`src/rtl/blkop_pkg.sv`:
```
package blkop_pkg;

   typedef enum logic [1:0] {
      ESZ_BYTE = 2'd0,
      ESZ_HALF = 2'd1,
      ESZ_WORD = 2'd2,
      ESZ_WRD3 = 2'd3
   } esize_e;

   typedef enum logic [1:0] {
      ST_IDLE  = 2'd0,
      ST_READ  = 2'd1,
      ST_WRITE = 2'd2
   } bstate_e;

   function automatic logic [2:0] esize_bytes(input logic [1:0] code);
      case (code)
         2'd0:    esize_bytes = 3'd1;
         2'd1:    esize_bytes = 3'd2;
         default: esize_bytes = 3'd4;
      endcase
   endfunction

   function automatic logic [3:0] esize_mask(input logic [1:0] code);
      case (code)
         2'd0:    esize_mask = 4'b0001;
         2'd1:    esize_mask = 4'b0011;
         default: esize_mask = 4'b1111;
      endcase
   endfunction

endpackage

```
`src/rtl/blkop_addr_step.sv`:
```
module blkop_addr_step #(
   parameter int AW = 16
) (
   input  logic          clk,
   input  logic          rst_n,
   input  logic          load,
   input  logic [AW-1:0] load_addr,
   input  logic          step,
   input  logic          down,
   input  logic [2:0]    nbytes,
   output logic [AW-1:0] addr
);

   logic [AW-1:0] incr;
   assign incr = AW'(nbytes);

   always_ff @(posedge clk or negedge rst_n) begin
      if (!rst_n) begin
         addr <= '0;
      end else if (load) begin
         addr <= load_addr;
      end else if (step) begin
         addr <= down ? (addr - incr) : (addr + incr);
      end
   end

endmodule

```
`src/rtl/blkop_lane.sv`:
```
module blkop_lane #(
   parameter int DW = 32,
   localparam int NB = DW / 8,
   localparam int LW = $clog2(NB)
) (
   input  logic [1:0]    size,
   input  logic          is_fill,
   input  logic [LW-1:0] src_lo,
   input  logic [LW-1:0] dst_lo,
   input  logic [DW-1:0] rd_data,
   input  logic [31:0]   fill,
   output logic [NB-1:0] be,
   output logic [DW-1:0] wdata
);

   logic [3:0]    emask;
   logic [DW-1:0] shifted;
   logic [31:0]   elem;

   assign emask   = blkop_pkg::esize_mask(size);
   assign shifted = rd_data >> {src_lo, 3'b000};
   assign elem    = is_fill ? fill : shifted[31:0];

   for (genvar j = 0; j < NB; j++) begin : g_lane
      logic [LW:0] rel;
      logic        in_rng;
      assign rel    = (LW + 1)'(j) - {1'b0, dst_lo};
      assign in_rng = !rel[LW] && (rel < (LW + 1)'(4));
      assign be[j]  = in_rng && emask[rel[1:0]];
      assign wdata[8*j +: 8] = elem[{rel[1:0], 3'b000} +: 8];
   end

endmodule

```
`src/rtl/blkop_ctrl.sv`:
```
module blkop_ctrl
   import blkop_pkg::*;
#(
   parameter int CW = 16
) (
   input  logic          clk,
   input  logic          rst_n,
   input  logic          start,
   input  logic [CW-1:0] count,
   input  logic          is_fill,
   output bstate_e       state,
   output logic          run_fill,
   output logic          done,
   output logic          busy,
   output logic          load,
   output logic          step
);

   logic [CW-1:0] remain;

   assign busy = (state != ST_IDLE);
   assign load = start && !busy;
   assign step = (state == ST_WRITE);

   always_ff @(posedge clk or negedge rst_n) begin
      if (!rst_n) begin
         state    <= ST_IDLE;
         remain   <= '0;
         run_fill <= 1'b0;
         done     <= 1'b0;
      end else begin
         case (state)
            ST_IDLE: begin
               if (start) begin
                  run_fill <= is_fill;
                  if (count == '0) begin
                     done <= 1'b1;
                  end else begin
                     done   <= 1'b0;
                     remain <= count;
                     state  <= is_fill ? ST_WRITE : ST_READ;
                  end
               end
            end
            ST_READ: state <= ST_WRITE;
            ST_WRITE: begin
               remain <= remain - 1'b1;
               if (remain == CW'(1)) begin
                  state <= ST_IDLE;
                  done  <= 1'b1;
               end else begin
                  state <= run_fill ? ST_WRITE : ST_READ;
               end
            end
            default: state <= ST_IDLE;
         endcase
      end
   end

endmodule

```
`src/rtl/blkop_engine.sv`:
```
module blkop_engine
   import blkop_pkg::*;
#(
   parameter int AW = 16,
   parameter int CW = 16,
   parameter int DW = 32,
   localparam int NB = DW / 8,
   localparam int LW = $clog2(NB)
) (
   input  logic          clk,
   input  logic          rst_n,
   input  logic          start,
   input  logic          dir_down_set,
   input  logic          dir_up_set,
   input  logic [1:0]    cfg_size,
   input  logic          cfg_op,
   input  logic [AW-1:0] cfg_src,
   input  logic [AW-1:0] cfg_dst,
   input  logic [CW-1:0] cfg_count,
   input  logic [31:0]   cfg_fill,
   output logic          busy,
   output logic          done,
   output logic          dir_down,
   output logic          mem_re,
   output logic          mem_we,
   output logic [AW-1:0] mem_addr,
   output logic [NB-1:0] mem_be,
   output logic [DW-1:0] mem_wdata,
   input  logic [DW-1:0] mem_rdata
);

   if (DW != 32 && DW != 64) begin : g_bad_dw
      $error("blkop_engine: DW must be 32 or 64");
   end
   if (AW < LW + 2) begin : g_bad_aw
      $error("blkop_engine: AW too small for the lane count");
   end
   if (CW < 1) begin : g_bad_cw
      $error("blkop_engine: CW must be at least 1");
   end

   bstate_e       state;
   logic          run_fill, load, step;
   logic          run_down;
   logic [1:0]    run_size;
   logic [31:0]   run_fill_val;
   logic [2:0]    nbytes;
   logic [AW-1:0] src_addr, dst_addr;
   logic [NB-1:0] lane_be;

   always_ff @(posedge clk or negedge rst_n) begin
      if (!rst_n) begin
         dir_down <= 1'b0;
      end else if (dir_up_set) begin
         dir_down <= 1'b0;
      end else if (dir_down_set) begin
         dir_down <= 1'b1;
      end
   end

   always_ff @(posedge clk or negedge rst_n) begin
      if (!rst_n) begin
         run_down     <= 1'b0;
         run_size     <= 2'd0;
         run_fill_val <= '0;
      end else if (load) begin
         run_down     <= dir_down;
         run_size     <= cfg_size;
         run_fill_val <= cfg_fill;
      end
   end

   assign nbytes = esize_bytes(run_size);

   blkop_ctrl #(.CW(CW)) u_ctrl (
      .clk      (clk),
      .rst_n    (rst_n),
      .start    (start),
      .count    (cfg_count),
      .is_fill  (cfg_op),
      .state    (state),
      .run_fill (run_fill),
      .done     (done),
      .busy     (busy),
      .load     (load),
      .step     (step)
   );

   blkop_addr_step #(.AW(AW)) u_src (
      .clk       (clk),
      .rst_n     (rst_n),
      .load      (load),
      .load_addr (cfg_src),
      .step      (step),
      .down      (run_down),
      .nbytes    (nbytes),
      .addr      (src_addr)
   );

   blkop_addr_step #(.AW(AW)) u_dst (
      .clk       (clk),
      .rst_n     (rst_n),
      .load      (load),
      .load_addr (cfg_dst),
      .step      (step),
      .down      (run_down),
      .nbytes    (nbytes),
      .addr      (dst_addr)
   );

   blkop_lane #(.DW(DW)) u_lane (
      .size    (run_size),
      .is_fill (run_fill),
      .src_lo  (src_addr[LW-1:0]),
      .dst_lo  (dst_addr[LW-1:0]),
      .rd_data (mem_rdata),
      .fill    (run_fill_val),
      .be      (lane_be),
      .wdata   (mem_wdata)
   );

   assign mem_re   = (state == ST_READ);
   assign mem_we   = (state == ST_WRITE);
   assign mem_addr = mem_re ? src_addr : dst_addr;
   assign mem_be   = mem_we ? lane_be : '0;

endmodule

```
`config.mk`:
```
export PLATFORM = sky130hd
export DESIGN_NAME = blkop_engine
export DESIGN_NICKNAME = d
export VERILOG_FILES = /design/src/rtl/blkop_pkg.sv /design/src/rtl/blkop_addr_step.sv /design/src/rtl/blkop_lane.sv /design/src/rtl/blkop_ctrl.sv /design/src/rtl/blkop_engine.sv
export SDC_FILE = /design/constraint.sdc
export NUM_CORES = 1
export LEC_CHECK = 0
export ABC_AREA = 1
export BUFFER_PORTS_ARGS = -buffer_cell sky130_fd_sc_hd__buf_4
export CORE_ASPECT_RATIO = 0.6
export CORE_UTILIZATION = 51
export DETAILED_ROUTE_END_ITERATION = 8
export PLACE_DENSITY = 0.88
export SYNTH_ARGS = -nofsm -noshare
export SYNTH_HDL_FRONTEND = slang
export SYNTH_HIERARCHICAL = 1
export SYNTH_SLANG_ARGS = --single-unit
export TNS_END_PERCENT = 100
```
`constraint.sdc`:
```
create_clock -name clk -period 2.4 [get_ports clk]
set_input_delay 0.24 -clock clk [delete_from_list [all_inputs] [get_ports clk]]
set_output_delay 0.24 -clock clk [all_outputs]
set_load 0.1 [all_outputs]
```
# After elaboration in Yosys (flattened, before gate mapping)
# Index checks and enable logic that the tools add are counted.
dict set report classes {
  addsub 9
  order_cmp 8
  eq_ne 7
  shift 5
  muxes 34
  reduce_logical 25
}
# cell count
set ops {}
lappend ops {{16-bit two-way mux} 9}
lappend ops {{32-bit by 6-bit variable part select with 8-bit output} 4}
lappend ops {{16-bit by 3-bit adder with 16-bit output} 2}
lappend ops {{32-bit two-way mux} 1}
lappend ops {{16-bit case mux with 2 select lines} 1}
lappend ops {{32-bit by 5-bit right shift with 32-bit output} 1}
lappend ops {{16-bit by 3-bit subtractor with 16-bit output} 2}
lappend ops {{16-bit by 1-bit == test with 1-bit output (second input constant)} 1}
lappend ops {{16-bit logical NOT} 1}
lappend ops {{16-bit by 1-bit subtractor with 16-bit output (second input constant)} 1}
lappend ops {{2-bit by 3-bit less-than comparator with 1-bit output (second input constant)} 4}
lappend ops {{3-bit less-than comparator (second input constant)} 4}
lappend ops {{2-bit two-way mux} 5}
lappend ops {{1-bit logical AND} 9}
lappend ops {{1-bit two-way mux} 9}
lappend ops {{1-bit binary-select mux with 2-bit select} 4}
lappend ops {{4-bit case mux with 2 select lines} 1}
lappend ops {{2-bit nonzero test} 4}
lappend ops {{2-bit case mux with 3 select lines} 1}
lappend ops {{3-bit case mux with 2 select lines} 1}
lappend ops {{3-bit AND reduction} 2}
lappend ops {{1-bit by 2-bit subtractor with 3-bit output (first input constant)} 2}
lappend ops {{2-bit by 2-bit subtractor with 3-bit output (first input constant)} 2}
lappend ops {{1-bit logical NOT} 5}
lappend ops {{other kinds (8)} 12}
dict set report totals {
  register_bits 88
  in_bits 120
  out_inout_bits 57
  elab_cells 98
}

# Depth between registers and ports, before layout
dict set report depth {
  depth_word 6
  ltp_mapped 16
  ltp_nobuf 16
}

# Modules after synthesis
# Netlist, hierarchy kept.
# module n_inst cells_each area_per_inst_um2 seq_area_each_um2
set modules_own_cells {}
lappend modules_own_cells {blkop_lane 1 380 1810.5 0.0}
lappend modules_own_cells {blkop_engine 1 220 1765.4 900.9}
lappend modules_own_cells {{blkop_addr_step at u_dst} 1 270 1737.9 400.4}
lappend modules_own_cells {{blkop_addr_step at u_src} 1 270 1717.9 400.4}
lappend modules_own_cells {blkop_ctrl 1 244 1542.7 500.5}

# Worst setup path after synthesis
# Ideal clock, no wire load.
dict set report synth_path {
  path_type {reg-to-output}
  start {register u_dst.addr[1]}
  end {output mem_be[2]}
  arrival_time_ps 2941
  required_time_ps 2160
  path_slack_ps -781
  stages_incl_launch_ff 10
  n_path_buf 3
  cell_sequence {dfrtp_1 > buf_2 > clkinv_1 > buf_2 > ha_1 > buf_2 > o21ai_0 > a21oi_1 > inv_1 > nor2_1}
}
dict set report synth_between {
  elab_chain_cells 5
  word_cells_on_any_way 8
  cone_classes {1 x add/sub; 1 x order compare; 3 x mux; 3 x reduce/logical}
}
# item line
set synth_lines {}
lappend synth_lines {{from (decl)} blkop_addr_step.sv:11} ;# output logic [AW-1:0] addr
lappend synth_lines {{from (signal assigned)} blkop_addr_step.sv:21} ;# addr <= load_addr;
lappend synth_lines {{from (signal assigned)} blkop_addr_step.sv:23} ;# addr <= down ? (addr - incr) : (addr + incr);
lappend synth_lines {{2-bit by 2-bit subtractor with 3-bit output (*)} blkop_lane.sv:27} ;# assign rel = (LW + 1)'(j) - {1'b0, dst_lo};
lappend synth_lines {{3-bit less-than comparator, or another cell as far along} blkop_lane.sv:28} ;# assign in_rng = !rel[LW] && (rel < (LW + 1)'(4));
lappend synth_lines {{1-bit logical AND / 1-bit two-way mux (equally long branches)} {blkop_lane.sv:28, blkop_lane.sv:29}}
lappend synth_lines {{1-bit logical AND (*)} blkop_lane.sv:29} ;# assign be[j] = in_rng && emask[rel[1:0]];
lappend synth_lines {{net lane_be[2]} blkop_engine.sv:49} ;# logic [NB-1:0] lane_be;
lappend synth_lines {{4-bit two-way mux (*)} blkop_engine.sv:125} ;# assign mem_be = mem_we ? lane_be : '0;
lappend synth_lines {{to (decl)} blkop_engine.sv:27} ;# output logic [NB-1:0] mem_be,
# The timed path passes the listed nets; every way through them passes the cells marked *. The select of a mux whose other input is x is not followed.

# Worst setup path in the final report
dict set report layout_path {
  start {register run_size[1]}
  end {register u_src.addr[13]}
}
dict set report layout_between {
  elab_chain_cells 6
  word_cells_on_any_way 8
  cone_classes {2 x add/sub; 1 x eq/ne; 4 x mux; 1 x reduce/logical}
}
# item line
set layout_lines {}
lappend layout_lines {{from (decl)} blkop_engine.sv:45} ;# logic [1:0] run_size;
lappend layout_lines {{from (signal assigned)} blkop_engine.sv:68} ;# run_size <= cfg_size;
lappend layout_lines {{2-bit by 1-bit == test with 1-bit output / 2-bit logical NOT (equally long branches)} blkop_pkg.sv:17} ;# case (code)
lappend layout_lines {{3-bit case mux with 2 select lines (*)} blkop_pkg.sv:17}
lappend layout_lines {{net nbytes[0]} blkop_engine.sv:47} ;# logic [2:0] nbytes;
lappend layout_lines {{16-bit by 3-bit adder with 16-bit output / 16-bit by 3-bit subtractor with 16-bit output (equally long branches)} blkop_addr_step.sv:23}
lappend layout_lines {{16-bit two-way mux (*)} blkop_addr_step.sv:23}
lappend layout_lines {{16-bit two-way mux (*)} blkop_addr_step.sv:22} ;# end else if (step) begin
lappend layout_lines {{16-bit two-way mux (*)} blkop_addr_step.sv:20} ;# end else if (load) begin
lappend layout_lines {{to (signal assigned)} blkop_addr_step.sv:21}
lappend layout_lines {{to (signal assigned)} blkop_addr_step.sv:23}
lappend layout_lines {{to (decl)} blkop_addr_step.sv:11}
# Marked as above.
# A chain may end at the register's enable or synchronous reset.

==> flow_summary.json <==
{
  "status": "finished with violations",
  "violations": "setup timing",
  "firstDrtPassIters": 8,
  "rsz0062_at_grt": "yes",
  "cp.required_ns": 2.64,
  "initial_core_util_pct": 52.4,
  "ys_seq_area_share_pct": 25.7,
  "grt_first_pass_wirelength_microns": 44700,
  "drc": 0,
  "synth_cell_types": 40,
  "tritoncts": "done",
  "htreeDepth": 3,
  "first_iter_violations": 1117,
  "fin_worst_skew_ns": 0.0124,
  "finalHoldViolCount": 0,
  "clock-root-buffer": "clkbuf_16",
  "wl_per_cell_microns": 16.2,
  "track_usage_pct": 32.9,
  "wl_met1_microns": 13100,
  "arrival_ns": 2.73,
  "rows": 36,
  "synth_edf_count": 0,
  "grt_pass1_vias": 8930,
  "critPathLaunchType": "flop",
  "diodes": 0,
  "antenna_found_initial": 0,
  "yosys-top-cells-area": "dfrtp_1 26%, nand2_1 22%, nand3_1 9.2%",
  "vias": 10000,
  "area.growth.synth_to_final_pct": 33.9,
  "avgSynthCellArea_sq_um": 6.20,
  "syn_inst": 1384,
  "dieHeight_microns": 102,
  "synth_ff_type": "dfrtp_1",
  "finalCritPeriodShare_pct": 104,
  "critPathMaxFanout": 6,
  "synth_seq_cells": 88,
  "grt_start_max_net_pins": 51,
  "drt_wl_total_microns": 29400,
  "async_reset_ff_share_pct": 100,
  "layout.nets": 1749,
  "critPathCaptureType": "flop",
  "setup_ws_ns": -0.0974,
  "ys_top_cells_by_count": "494 x nand2_1, 205 x inv_1, 158 x nand3_1, 88 x dfrtp_1, 71 x nor2_1",
  "synth_area_sq_um": 8570,
  "cts_buffer_depth": 2,
  "portBuffers": 176,
  "die_x_microns": 169,
  "postRouteAntennaNets": 0,
  "max_freq_mhz": 400,
  "cap_viol_max_count": 0,
  "die-area_sq_um": 17400,
  "hold_ws_ns": 0.0273,
  "cts.sinks": 88,
  "yosysWarnings": 6,
  "fin_util_pct": 70.2,
  "routed_via_density": 5.51,
  "yosysTopAreaCellShare_pct": 25.7,
  "fin_crit_ns": 2.50,
  "hold_path.class": "in -> reg",
  "globalplace.congestion": 0.972,
  "ioPinCount": 177,
  "clkTransAtPathRegs_ns": 0.08,
  "wl_met3_microns": 3560,
  "finalSetupViolations": 12,
  "dp_hpwl_microns": 21600,
  "cts_inserted_buffers": 9,
  "wl_met2_microns": 12500,
  "slew_headroom_pct": 59.2,
  "coreArea_sq_um": 16400,
  "clk_latency_ns": 0.35,
  "slew_violations": 0,
  "crit_type": "reg -> reg",
  "drive_gt1_share_pct": 29.4,
  "top_layer": "met4",
  "synth_most_common_cell": "nand2_1",
  "overflow": 0,
  "netlist.top_cell.by_area": "dfrtp_1",
  "synth_fp_nets": 1548,
  "worst_pin_slew_ns": 0.610
}
[layer usage]
metal / global-route usage (%) / vias to the layer above
li1: - / 4837
met1: 48.5 / 4589
met2: 47.7 / 556
met3: 8.75 / 37
met4: 6.79 / 0
met5: 0 / -
[cell families after synthesis]
kind of cell / Yosys count / synth area share (%)
fa+ha+maj: 44 / 6.60
buf+inv: 271 / 13.8
compound gates: 160 / 11.4
xor+xnor: 4 / 0.409
flops: 88 / 25.7
simple gates: 817 / 42.1
[final timing paths]
path / endpoint / slack [ns] / cells after the start / from
setup / recovery: u_src/addr[13] / -0.1 / 15 / run_size[1]
hold / removal: dir_down / 0.03 / 2 / dir_up_set
setup reg to reg: u_src/addr[13] / -0.1 / 15 / run_size[1]
hold reg to reg: u_ctrl/remain[15] / 0.51 / 2 / u_ctrl/remain[15]
max in group asynchronous: u_dst/addr[0] / 1.31 / 3 / rst_n
min in group asynchronous: u_src/addr[12] / 0.41 / 2 / rst_n
[placed cells by master, fill, tap and decap left out, types with 18 or more instances in the layout]
cell and count:
dfrtp_1 83, inv_2 23, a22oi_1 20, o21ai_1 47
nand2_1 430, ha_1 18, nor2_1 59, nand2_2 53
buf_4 229, nand2_4 24, nand3_1 153, inv_1 191
ha_4 22, nand4_1 36, o211ai_1 35
[area by class of cell]
cell class                 count  area, sq um
timing repair buffer         241         1910
clock buffer                   9          225
tap                          228          285
fill                        1360         4870
inverter                     220          838
sequential                    88         2210
clock inverter                 7         78.8
multi-input combinational   1025         5940
[per-stage QoR]
step	TNS (ns)	area [sq um]	setup WS [ns]	std cells
5_1_grt	-2.12	11500	-0.163	1818
2_1_floorplan	0	8680	0.00731	1384
6_report	-0.498	11500	-0.0974	1818
3_5_place_dp	-3.50	10400	-0.255	1788
3_3_place_gp	-2.00	10400	-0.149	1788
4_1_cts	-0.305	11100	-0.0583	1814
[sequential cells by signal, summed over array words and instances, names as in the netlist]
register	flops
run_size	2
run_down	1
dir_down	1
u_ctrl/remain	16
u_ctrl/run_fill	1
u_src/addr	16
u_dst/addr	16
u_ctrl/done	1
run_fill_val	32
u_ctrl/state	2
[timing repair]
item | 4_1_cts | 5_1_grt
setup endpoints to repair | 40 | 58
resized for setup | 67 | 94
pin swaps | 30 | 44
hold endpoints to repair | 38 | 0
hold buffers | 1 | 0
gates cloned | 0 | 0
setup buffers | 9 | 4
[worst max-delay path, cell delays in order (launching register included)]
cell	delay [ns]
dfrtp_2	0.46
nor2_4	0.16
inv_2	0.07
ha_4	0.16
ha_4	0.14
or2_4	0.31
ha_4	0.33
nand2_4	0.05
nor2_1	0.12
nand2_1	0.11
nand3_4	0.14
nand2_2	0.08
nand2_1	0.08
nand2_1	0.05
nand3_1	0.06
nand2_1	0.05
Power is left out: the tool's default activity adds up to more than one toggle a clock period on the data nets, which glitch-free logic cannot reach.
